File: config.mk
export PLATFORM = sky130hd
export DESIGN_NAME = adcwin_regs
export DESIGN_NICKNAME = d
export VERILOG_FILES = /design/src/rtl/adcwin_pkg.sv /design/src/rtl/adcwin_decode.sv /design/src/rtl/adcwin_chan_regs.sv /design/src/rtl/adcwin_sample_bank.sv /design/src/rtl/adcwin_limit_check.sv /design/src/rtl/adcwin_regs.sv
export SDC_FILE = /design/constraint.sdc
export NUM_CORES = 2
export LEC_CHECK = 0
export BUFFER_PORTS_ARGS = -buffer_cell sky130_fd_sc_hd__buf_2
export CELL_PAD_IN_SITES_DETAIL_PLACEMENT = 2
export CELL_PAD_IN_SITES_GLOBAL_PLACEMENT = 2
export CORE_MARGIN = 2
export CORE_UTILIZATION = 40
export DETAILED_ROUTE_END_ITERATION = 10
export GPL_TIMING_DRIVEN = 1
export HOLD_SLACK_MARGIN = 0.1
export PLACE_DENSITY_LB_ADDON = 0.1
export SLEW_MARGIN = 30
export SYNTH_ARGS = -nofsm -noshare
export SYNTH_HDL_FRONTEND = slang
export SYNTH_HIERARCHICAL = 1
export SYNTH_SLANG_ARGS = --single-unit
File: constraint.sdc
create_clock -name clk -period 4.9 [get_ports clk]
set_input_delay 0 -clock clk [delete_from_list [all_inputs] [get_ports clk]]
set_output_delay 0 -clock clk [all_outputs]
set_load 0.005 [all_outputs]
File: src/rtl/adcwin_pkg.sv
package adcwin_pkg;
  localparam int DW      = 32;
  localparam int SMP_W   = 10;
  localparam int HI_LSB  = 16;
  localparam int PAD_W   = HI_LSB - SMP_W;
  localparam int TOP_PAD = DW - HI_LSB - SMP_W;
  localparam int MAX_CH  = 16;
  localparam int IRQ_W   = MAX_CH / 2;
  localparam int ISRC_W  = 16;
  localparam int TRIM_W  = 4;

  localparam logic [SMP_W-1:0] STEP_LO = SMP_W'(5);
  localparam logic [SMP_W-1:0] STEP_HI = SMP_W'(7);

  localparam int CTL_EN_BIT    = 0;
  localparam int CTL_AUTOC_BIT = 5;
  localparam int CTL_INIT_BIT  = 8;

  localparam logic [DW-1:0] DET_RST = 32'h0000_000F;
  localparam logic [DW-1:0] CLK_RST = 32'h0000_000F;

  // word offsets (byte offset / 4)
  localparam int W_CTL  = 0;
  localparam int W_ICTL = 1;
  localparam int W_DET  = 2;
  localparam int W_CLK  = 3;
  localparam int W_DATA = 4;
  localparam int W_BND  = 12;
  localparam int W_HYST = 28;
  localparam int W_ISRC = 48;
  localparam int W_TRIM = 49;

  typedef enum logic [3:0] {
    K_NONE, K_CTL, K_ICTL, K_DET, K_CLK, K_DATA, K_BND, K_HYST, K_ISRC, K_TRIM
  } reg_kind_e;

  typedef struct packed {
    logic [SMP_W-1:0] hi;
    logic [SMP_W-1:0] lo;
  } pair_t;

  typedef struct packed {
    logic             en;
    logic [SMP_W-1:0] hi;
    logic [SMP_W-1:0] lo;
  } hyst_t;

  function automatic logic [DW-1:0] pack_pair(input pair_t p);
    return {{TOP_PAD{1'b0}}, p.hi, {PAD_W{1'b0}}, p.lo};
  endfunction

  function automatic logic [DW-1:0] pack_hyst(input hyst_t h);
    return {h.en, {(TOP_PAD-1){1'b0}}, h.hi, {PAD_W{1'b0}}, h.lo};
  endfunction
endpackage

File: src/rtl/adcwin_decode.sv
module adcwin_decode
  import adcwin_pkg::*;
#(
  parameter int WA_W   = 6,
  parameter int NUM_CH = 16
) (
  input  logic [WA_W-1:0]           word_addr,
  input  logic                      misaligned,
  output reg_kind_e                 kind,
  output logic [$clog2(NUM_CH)-1:0] idx
);
  localparam int CH_IW    = $clog2(NUM_CH);
  localparam int NUM_PAIR = NUM_CH / 2;

  int unsigned w;

  always_comb begin
    w    = 32'(word_addr);
    kind = K_NONE;
    idx  = '0;
    if (misaligned) begin
      kind = K_NONE;
    end else if (w == W_CTL) begin
      kind = K_CTL;
    end else if (w == W_ICTL) begin
      kind = K_ICTL;
    end else if (w == W_DET) begin
      kind = K_DET;
    end else if (w == W_CLK) begin
      kind = K_CLK;
    end else if (w >= W_DATA && w < W_DATA + NUM_PAIR) begin
      kind = K_DATA;
      idx  = CH_IW'(w - W_DATA);
    end else if (w >= W_BND && w < W_BND + NUM_CH) begin
      kind = K_BND;
      idx  = CH_IW'(w - W_BND);
    end else if (w >= W_HYST && w < W_HYST + NUM_CH) begin
      kind = K_HYST;
      idx  = CH_IW'(w - W_HYST);
    end else if (w == W_ISRC) begin
      kind = K_ISRC;
    end else if (w == W_TRIM) begin
      kind = K_TRIM;
    end
  end
endmodule

File: src/rtl/adcwin_chan_regs.sv
module adcwin_chan_regs #(
  parameter int  DEPTH   = 16,
  parameter int  NRD     = 1,
  parameter type ENTRY_T = logic [7:0]
) (
  input  logic                                clk,
  input  logic                                rst,
  input  logic                                wr_en,
  input  logic [$clog2(DEPTH)-1:0]            wr_idx,
  input  ENTRY_T                              wr_data,
  input  logic [NRD-1:0][$clog2(DEPTH)-1:0]   rd_idx,
  output ENTRY_T [NRD-1:0]                    rd_data
);
  ENTRY_T mem [DEPTH];

  always_ff @(posedge clk) begin
    if (rst) begin
      for (int i = 0; i < DEPTH; i++) mem[i] <= '0;
    end else if (wr_en) begin
      mem[wr_idx] <= wr_data;
    end
  end

  for (genvar g = 0; g < NRD; g++) begin : g_rd
    assign rd_data[g] = mem[rd_idx[g]];
  end
endmodule

File: src/rtl/adcwin_sample_bank.sv
module adcwin_sample_bank
  import adcwin_pkg::*;
#(
  parameter int NUM_PAIR = 8
) (
  input  logic                        clk,
  input  logic                        rst,
  input  logic                        wr_en,
  input  logic                        step_en,
  input  logic [$clog2(NUM_PAIR)-1:0] idx,
  input  pair_t                       wr_pair,
  output pair_t                       cur,
  output pair_t                       stepped
);
  pair_t mem [NUM_PAIR];

  assign cur          = mem[idx];
  assign stepped.lo   = cur.lo + STEP_LO;
  assign stepped.hi   = cur.hi + STEP_HI;

  always_ff @(posedge clk) begin
    if (rst) begin
      for (int i = 0; i < NUM_PAIR; i++) mem[i] <= '0;
    end else if (wr_en) begin
      mem[idx] <= wr_pair;
    end else if (step_en) begin
      mem[idx] <= stepped;
    end
  end

  // the pair read advances by the fixed step, wrapping in the field width
  assert_step_R6: assert property (@(posedge clk) disable iff (rst)
    (step_en && !wr_en) |=>
      (mem[$past(idx)].lo == SMP_W'($past(cur.lo) + STEP_LO)) &&
      (mem[$past(idx)].hi == SMP_W'($past(cur.hi) + STEP_HI)));
endmodule

File: src/rtl/adcwin_limit_check.sv
module adcwin_limit_check
  import adcwin_pkg::*;
(
  input  pair_t smp,
  input  pair_t lim_even,
  input  pair_t lim_odd,
  output logic  outside
);
  logic even_out;
  logic odd_out;

  // limit word: lo field = lower limit, hi field = upper limit
  assign even_out = (smp.lo < lim_even.lo) || (smp.lo > lim_even.hi);
  assign odd_out  = (smp.hi < lim_odd.lo)  || (smp.hi > lim_odd.hi);
  assign outside  = even_out || odd_out;
endmodule

File: src/rtl/adcwin_regs.sv
module adcwin_regs
  import adcwin_pkg::*;
#(
  parameter int NUM_CH = 16,
  parameter int AW     = 8
) (
  input  logic          clk,
  input  logic          rst,
  input  logic          bus_wr,
  input  logic          bus_rd,
  input  logic          bus_half,
  input  logic [AW-1:0] bus_addr,
  input  logic [DW-1:0] bus_wdata,
  output logic [DW-1:0] bus_rdata,
  output logic          bus_rvalid,
  output logic          irq_out
);
  localparam int NUM_PAIR = NUM_CH / 2;
  localparam int CH_IW    = $clog2(NUM_CH);
  localparam int PR_IW    = CH_IW - 1;

  reg_kind_e          kind;
  logic [CH_IW-1:0]   idx;
  logic [PR_IW-1:0]   pair_idx;
  logic               rd_fire;
  logic               outside;

  pair_t              wr_pair;
  hyst_t              wr_hyst;
  pair_t              smp_cur;
  pair_t              smp_next;
  pair_t [1:0]        bnd_rd;
  hyst_t [0:0]        hyst_rd;
  logic [1:0][CH_IW-1:0] bnd_idx;
  logic [0:0][CH_IW-1:0] hyst_idx;

  logic [DW-1:0]      ctl_q, ictl_q, det_q, clk_q;
  logic [ISRC_W-1:0]  isrc_q;
  logic [TRIM_W-1:0]  trim_q;
  logic [DW-1:0]      ctl_n, ictl_n, rd_mux;

  adcwin_decode #(.WA_W(AW - 2), .NUM_CH(NUM_CH)) u_dec (
    .word_addr (bus_addr[AW-1:2]),
    .misaligned(bus_addr[0]),
    .kind      (kind),
    .idx       (idx)
  );

  assign rd_fire  = bus_rd && !bus_wr;
  assign pair_idx = idx[PR_IW-1:0];

  assign wr_pair.hi = bus_wdata[HI_LSB +: SMP_W];
  assign wr_pair.lo = bus_wdata[0 +: SMP_W];
  assign wr_hyst.en = bus_wdata[DW-1];
  assign wr_hyst.hi = bus_wdata[HI_LSB +: SMP_W];
  assign wr_hyst.lo = bus_wdata[0 +: SMP_W];

  adcwin_sample_bank #(.NUM_PAIR(NUM_PAIR)) u_bank (
    .clk    (clk),
    .rst    (rst),
    .wr_en  (bus_wr && kind == K_DATA),
    .step_en(rd_fire && kind == K_DATA),
    .idx    (pair_idx),
    .wr_pair(wr_pair),
    .cur    (smp_cur),
    .stepped(smp_next)
  );

  // port 0 serves host reads of limits, or the even limit during a pair read
  assign bnd_idx[0]  = (kind == K_DATA) ? {pair_idx, 1'b0} : idx;
  assign bnd_idx[1]  = {pair_idx, 1'b1};
  assign hyst_idx[0] = idx;

  adcwin_chan_regs #(.DEPTH(NUM_CH), .NRD(2), .ENTRY_T(pair_t)) u_bnd (
    .clk    (clk),
    .rst    (rst),
    .wr_en  (bus_wr && kind == K_BND),
    .wr_idx (idx),
    .wr_data(wr_pair),
    .rd_idx (bnd_idx),
    .rd_data(bnd_rd)
  );

  adcwin_chan_regs #(.DEPTH(NUM_CH), .NRD(1), .ENTRY_T(hyst_t)) u_hyst (
    .clk    (clk),
    .rst    (rst),
    .wr_en  (bus_wr && kind == K_HYST),
    .wr_idx (idx),
    .wr_data(wr_hyst),
    .rd_idx (hyst_idx),
    .rd_data(hyst_rd)
  );

  adcwin_limit_check u_lim (
    .smp     (smp_next),
    .lim_even(bnd_rd[0]),
    .lim_odd (bnd_rd[1]),
    .outside (outside)
  );

  always_comb begin
    ctl_n                = bus_wdata;
    ctl_n[CTL_INIT_BIT]  = bus_wdata[CTL_EN_BIT];
    ctl_n[CTL_AUTOC_BIT] = 1'b0;
  end

  always_comb begin
    ictl_n = ictl_q;
    if (bus_wr && kind == K_ICTL) ictl_n = bus_wdata;
    if (rd_fire && kind == K_DATA && outside) ictl_n[pair_idx] = 1'b1;
  end

  always_comb begin
    rd_mux = '0;
    unique case (kind)
      K_CTL:  rd_mux = ctl_q;
      K_ICTL: rd_mux = ictl_q;
      K_DET:  rd_mux = det_q;
      K_CLK:  rd_mux = clk_q;
      K_DATA: begin
        rd_mux = pack_pair(smp_cur);
        if (bus_half && bus_addr[1]) rd_mux = {{HI_LSB{1'b0}}, rd_mux[DW-1:HI_LSB]};
      end
      K_BND:  rd_mux = pack_pair(bnd_rd[0]);
      K_HYST: rd_mux = pack_hyst(hyst_rd[0]);
      K_ISRC: rd_mux = {{(DW-ISRC_W){1'b0}}, isrc_q};
      K_TRIM: rd_mux = {{(DW-TRIM_W){1'b0}}, trim_q};
      default: rd_mux = '0;
    endcase
  end

  always_ff @(posedge clk) begin
    if (rst) begin
      ctl_q      <= '0;
      ictl_q     <= '0;
      det_q      <= DET_RST;
      clk_q      <= CLK_RST;
      isrc_q     <= '0;
      trim_q     <= '0;
      bus_rdata  <= '0;
      bus_rvalid <= 1'b0;
      irq_out    <= 1'b0;
    end else begin
      if (bus_wr && kind == K_CTL)  ctl_q  <= ctl_n;
      if (bus_wr && kind == K_DET)  det_q  <= bus_wdata;
      if (bus_wr && kind == K_CLK)  clk_q  <= bus_wdata;
      if (bus_wr && kind == K_ISRC) isrc_q <= bus_wdata[ISRC_W-1:0];
      if (bus_wr && kind == K_TRIM) trim_q <= bus_wdata[TRIM_W-1:0];
      ictl_q     <= ictl_n;
      irq_out    <= |ictl_n[IRQ_W-1:0];
      bus_rvalid <= rd_fire;
      bus_rdata  <= rd_fire ? rd_mux : '0;
    end
  end

  // read data valid exactly one cycle after an accepted read
  assert_rvalid_R2: assert property (@(posedge clk) disable iff (rst)
    rd_fire |=> bus_rvalid);
  assert_no_rvalid_R2: assert property (@(posedge clk) disable iff (rst)
    !rd_fire |=> !bus_rvalid);

  // init bit follows enable, auto-compensate cleared
  assert_ctl_init_R5: assert property (@(posedge clk) disable iff (rst)
    (bus_wr && kind == K_CTL) |=>
      (ctl_q[CTL_INIT_BIT] == $past(bus_wdata[CTL_EN_BIT])) && !ctl_q[CTL_AUTOC_BIT]);

  // an out-of-window pair read latches the pair's status bit
  assert_pair_bit_R7: assert property (@(posedge clk) disable iff (rst)
    (rd_fire && kind == K_DATA && outside) |=> ictl_q[$past(pair_idx)] && irq_out);

  // interrupt level tracks the low status bits
  assert_irq_level_R8: assert property (@(posedge clk) disable iff (rst)
    irq_out == (|ictl_q[IRQ_W-1:0]));

  // unmapped reads return zero, unmapped writes change nothing
  assert_unmapped_rd_R11: assert property (@(posedge clk) disable iff (rst)
    (rd_fire && kind == K_NONE) |=> bus_rdata == '0);
  assert_unmapped_wr_R11: assert property (@(posedge clk) disable iff (rst)
    (bus_wr && kind == K_NONE) |=> $stable(ctl_q) && $stable(ictl_q) && $stable(det_q));
endmodule

==> impl_results.md <==
- Pwr Density: 362 nW/um^2
- Most frequent cells in the layout: edfxtp_1, and2_1, nand2_1
- Initial antenna violation count: 6
- R2R depth: 20
- CTS tree: done
- Number of synthesized flops with an enable pin: 816
- Gr usage total: 30.0%
- Setup TNS Final: 0 ns
- Count of cell types in the netlist: 95
- Syn_area_per_cell: 12.8 sq um
- Synth warn: 6
- Vias post-DR: 35600
- Reg2reg setup slack: 0.63 ns
- Vias per inst: 5.98
- RR Startpoint: u_bank/mem[4][0]
- Mapped Area: 49500 sq um
- Period utilization: 98.5%
- DRT iter0 DRCs: 3347
- Largest delay share family, worst path: simple AND/OR/NAND/NOR gates
- Post-synthesis cell count: 3862
- Non-Filler Instances: 5946
- CTS max path bufs: 3
- Ys flop type: edfxtp_1
- Nets: 4305
- Maximum fanout along the worst path: 7
- Rel. slew slack: 34.5%
- Peak supply drop: 0.000265 V
- Max incr delay on CP: 0.54 ns
- Max-slew violation count: 0
- Total of max-cap violations: 0
- Remaining antenna violation count after routing: 0
- Worst slack at placement: -0.969 ns
- Clock root buffer: clkbuf_16
- Hold Startpoint: bus_addr[3]
- Fmax achieved: 0.207 GHz
- CP max stage cell: mux4_2
- GRT overflow: 0
- Final core utilization: 47.5%
- Total core area: 123000 sq um
- Area Overhead vs Synth: 18.3%
- Setup WS post-layout: 0.0717 ns
- Hold Violations, Final: 0
- Worst min-delay path category: input port to flop
- Clk_lat worst skew: 0.76 ns
- Post-Syn Nets: 3951
- FP Rows: 129
- Setup crit end kind: flop
- Fraction of registers with async set/reset: 0%
- CP dominant cell by count: buf_4
- Initial Util: 40.2%
- Post-synthesis register bit count: 996
- Routed WL per cell: 32.2 um
- Htree depth: 3
- Status: finished clean
- Largest net degree at the start of global routing: 90
- Overall power: 0.0212 W
- Arrival time at the worst endpoint: 5.41 ns
- Sequential share of the synthesized area: 56.8%
- I/O Pins: 79
- Vias in the first global route: 39200
- Placed insts: 5653
- Endpoints failing setup: 0
- Worst-Margin Slew: 0.983 ns
- Input/output buffers: 78
- Hold path cells: 6
- Post-DP HPWL: 123 mm
- Num CTS Buffers: 112
- 1st-pass router iterations: 7
- Critical path buffers and inverters: 8
- Commonest non-fill, non-tap cell in the layout: edfxtp_1
- Die Ht: 356 um
- Residual DRC count: 0
- Clock transition at path regs: 0.06 ns
- Layout cells sized above 1: 24.6%
- Reg2reg end: irq_out
- Die ar.: 127000 sq um
- RePlAce Congestion: 0.875
- Tmin final: 4.83 ns
- Critical path class: input port to flop
- Min-Delay Endpoint: bus_rdata[2]
- P_leak: 20.6 nW
- Die width: 356 um
- Overall routed net length: 192 mm
- CP startpoint kind: input port
- CTS Sinks: 996
- Clock Skews: 0.0267 ns
- WP data required: 5.48 ns
- First-pass GRT wire length: 277 mm
[routing by layer]
metal,up-vias,share of wire (%),global-route usage (%)
li1,15100,-,-
met1,18900,42,39.8
met2,1228,48,49.8
met3,352,5.4,4.05
met4,0,4.1,12.0
met5,-,0,0
[synthesized netlist by cell type, drive strengths merged (6+ instances only)]
| master | n | area share, % |
|---|---|---|
| inv | 61 | 0.46 |
| a211oi | 8 | 0.14 |
| nor2b | 25 | 0.32 |
| mux4 | 273 | 13 |
| a22o | 8 | 0.14 |
| nand3b | 11 | 0.17 |
| nand2 | 458 | 3.5 |
| o22ai | 28 | 0.37 |
| mux2 | 23 | 0.52 |
| o211ai | 40 | 0.62 |
| a22oi | 182 | 2.8 |
| nor3 | 33 | 0.37 |
| nand4 | 11 | 0.14 |
| a21o | 7 | 0.11 |
| a32oi | 10 | 0.18 |
| or2 | 41 | 0.52 |
| nand2b | 13 | 0.16 |
| nand4b | 6 | 0.11 |
| a21oi | 162 | 1.6 |
| buf | 92 | 1.3 |
| nor4 | 6 | 0.13 |
| o21ai | 22 | 0.25 |
| xnor2 | 7 | 0.15 |
| a211o | 8 | 0.14 |
| a222oi | 23 | 0.46 |
| xor2 | 6 | 0.12 |
| a221oi | 10 | 0.18 |
| mux2i | 19 | 0.42 |
| nand3 | 58 | 0.61 |
| and2 | 678 | 8.6 |
| a31oi | 29 | 0.37 |
| nor2 | 169 | 1.3 |
| clkbuf | 223 | 1.7 |
| dfxtp | 180 | 7.3 |
| edfxtp | 816 | 49 |
| ha | 44 | 1.1 |
| or4 | 17 | 0.26 |
[flip-flops by register name (all words and copies together), names as in the netlist, 4 cells and up]
| signal | flops |
|---|---|
| u_hyst/mem | 336 |
| u_bnd/mem | 320 |
| u_bank/mem | 160 |
| bus_rdata | 32 |
| clk_q | 32 |
| det_q | 32 |
| ictl_q | 32 |
| ctl_q | 30 |
| isrc_q | 16 |
| trim_q | 4 |
[worst register-to-register path, delay by kind of cell, from the launching register on]
| kind | cells | cell delay [ns] |
|---|---|---|
| mux | 1 | 0.53 |
| xor+xnor | 1 | 0.10 |
| buf+inv | 2 | 0.30 |
| fa+ha+maj | 2 | 0.56 |
| compound gates | 6 | 0.93 |
| flops | 1 | 0.42 |
| simple gates | 8 | 1.29 |
[power by group]
part           switching, W  internal [W]  leakage (nW)
clock network       0.00365       0.00474          1.74
registers          0.000168       0.00952          9.20
logic               0.00191       0.00124          9.64
total               0.00573        0.0155          20.6
[layout make-up]
| cell class | instances | area [sq um] |
|---|---|---|
| flip-flops and latches | 996 | 28100 |
| clock buffers | 155 | 3070 |
| fillers | 11900 | 64700 |
| well taps | 1637 | 2050 |
| clock inverters | 48 | 524 |
| inverters | 62 | 233 |
| multi-input cells | 2489 | 20000 |
| repair buffers | 555 | 4640 |
| diodes | 4 | 10.0 |
[kinds of logic after synthesis]
family	after synthesis	synth area share, %
simple gates	1555	16.8
buf+inv	377	3.55
xor+xnor	13	0.275
mux	315	13.6
compound gates	561	7.88
fa+ha+maj	44	1.11
other cells	1	0.00757
flops	996	56.8
[how the worst max path moves through the flow]
stage	start	end	slack [ns]	cells past startpoint
2_1_floorplan	bus_addr[5]	irq_out	0.01	25
3_3_place_gp	bus_addr[4]	irq_out	-0.72	26
3_5_place_dp	bus_addr[4]	irq_out	-0.97	26
4_1_cts	bus_addr[4]	irq_out	0.01	26
5_1_grt	bus_addr[4]	irq_out	-0.11	27
6_report	bus_addr[4]	irq_out	0.07	27
[per-stage QoR]
step	instance area [sq um]	hold slack, ns
after floorplan	49500	0.0833
after global placement	53800	0.281
after detailed placement	53900	0.298
after CTS	58000	0.109
after global routing	58600	0.169
final	58600	0.164
[what timing repair did]
action                     CTS  global route
gates cloned                 0             4
pin swaps                    1            20
hold buffers                51             0
gates resized for setup      3            59
buffers inserted             1            30
hold endpoints to repair   674             0
setup endpoints to repair    4             9
No activity file was read; power rests on OpenSTA's default activity.
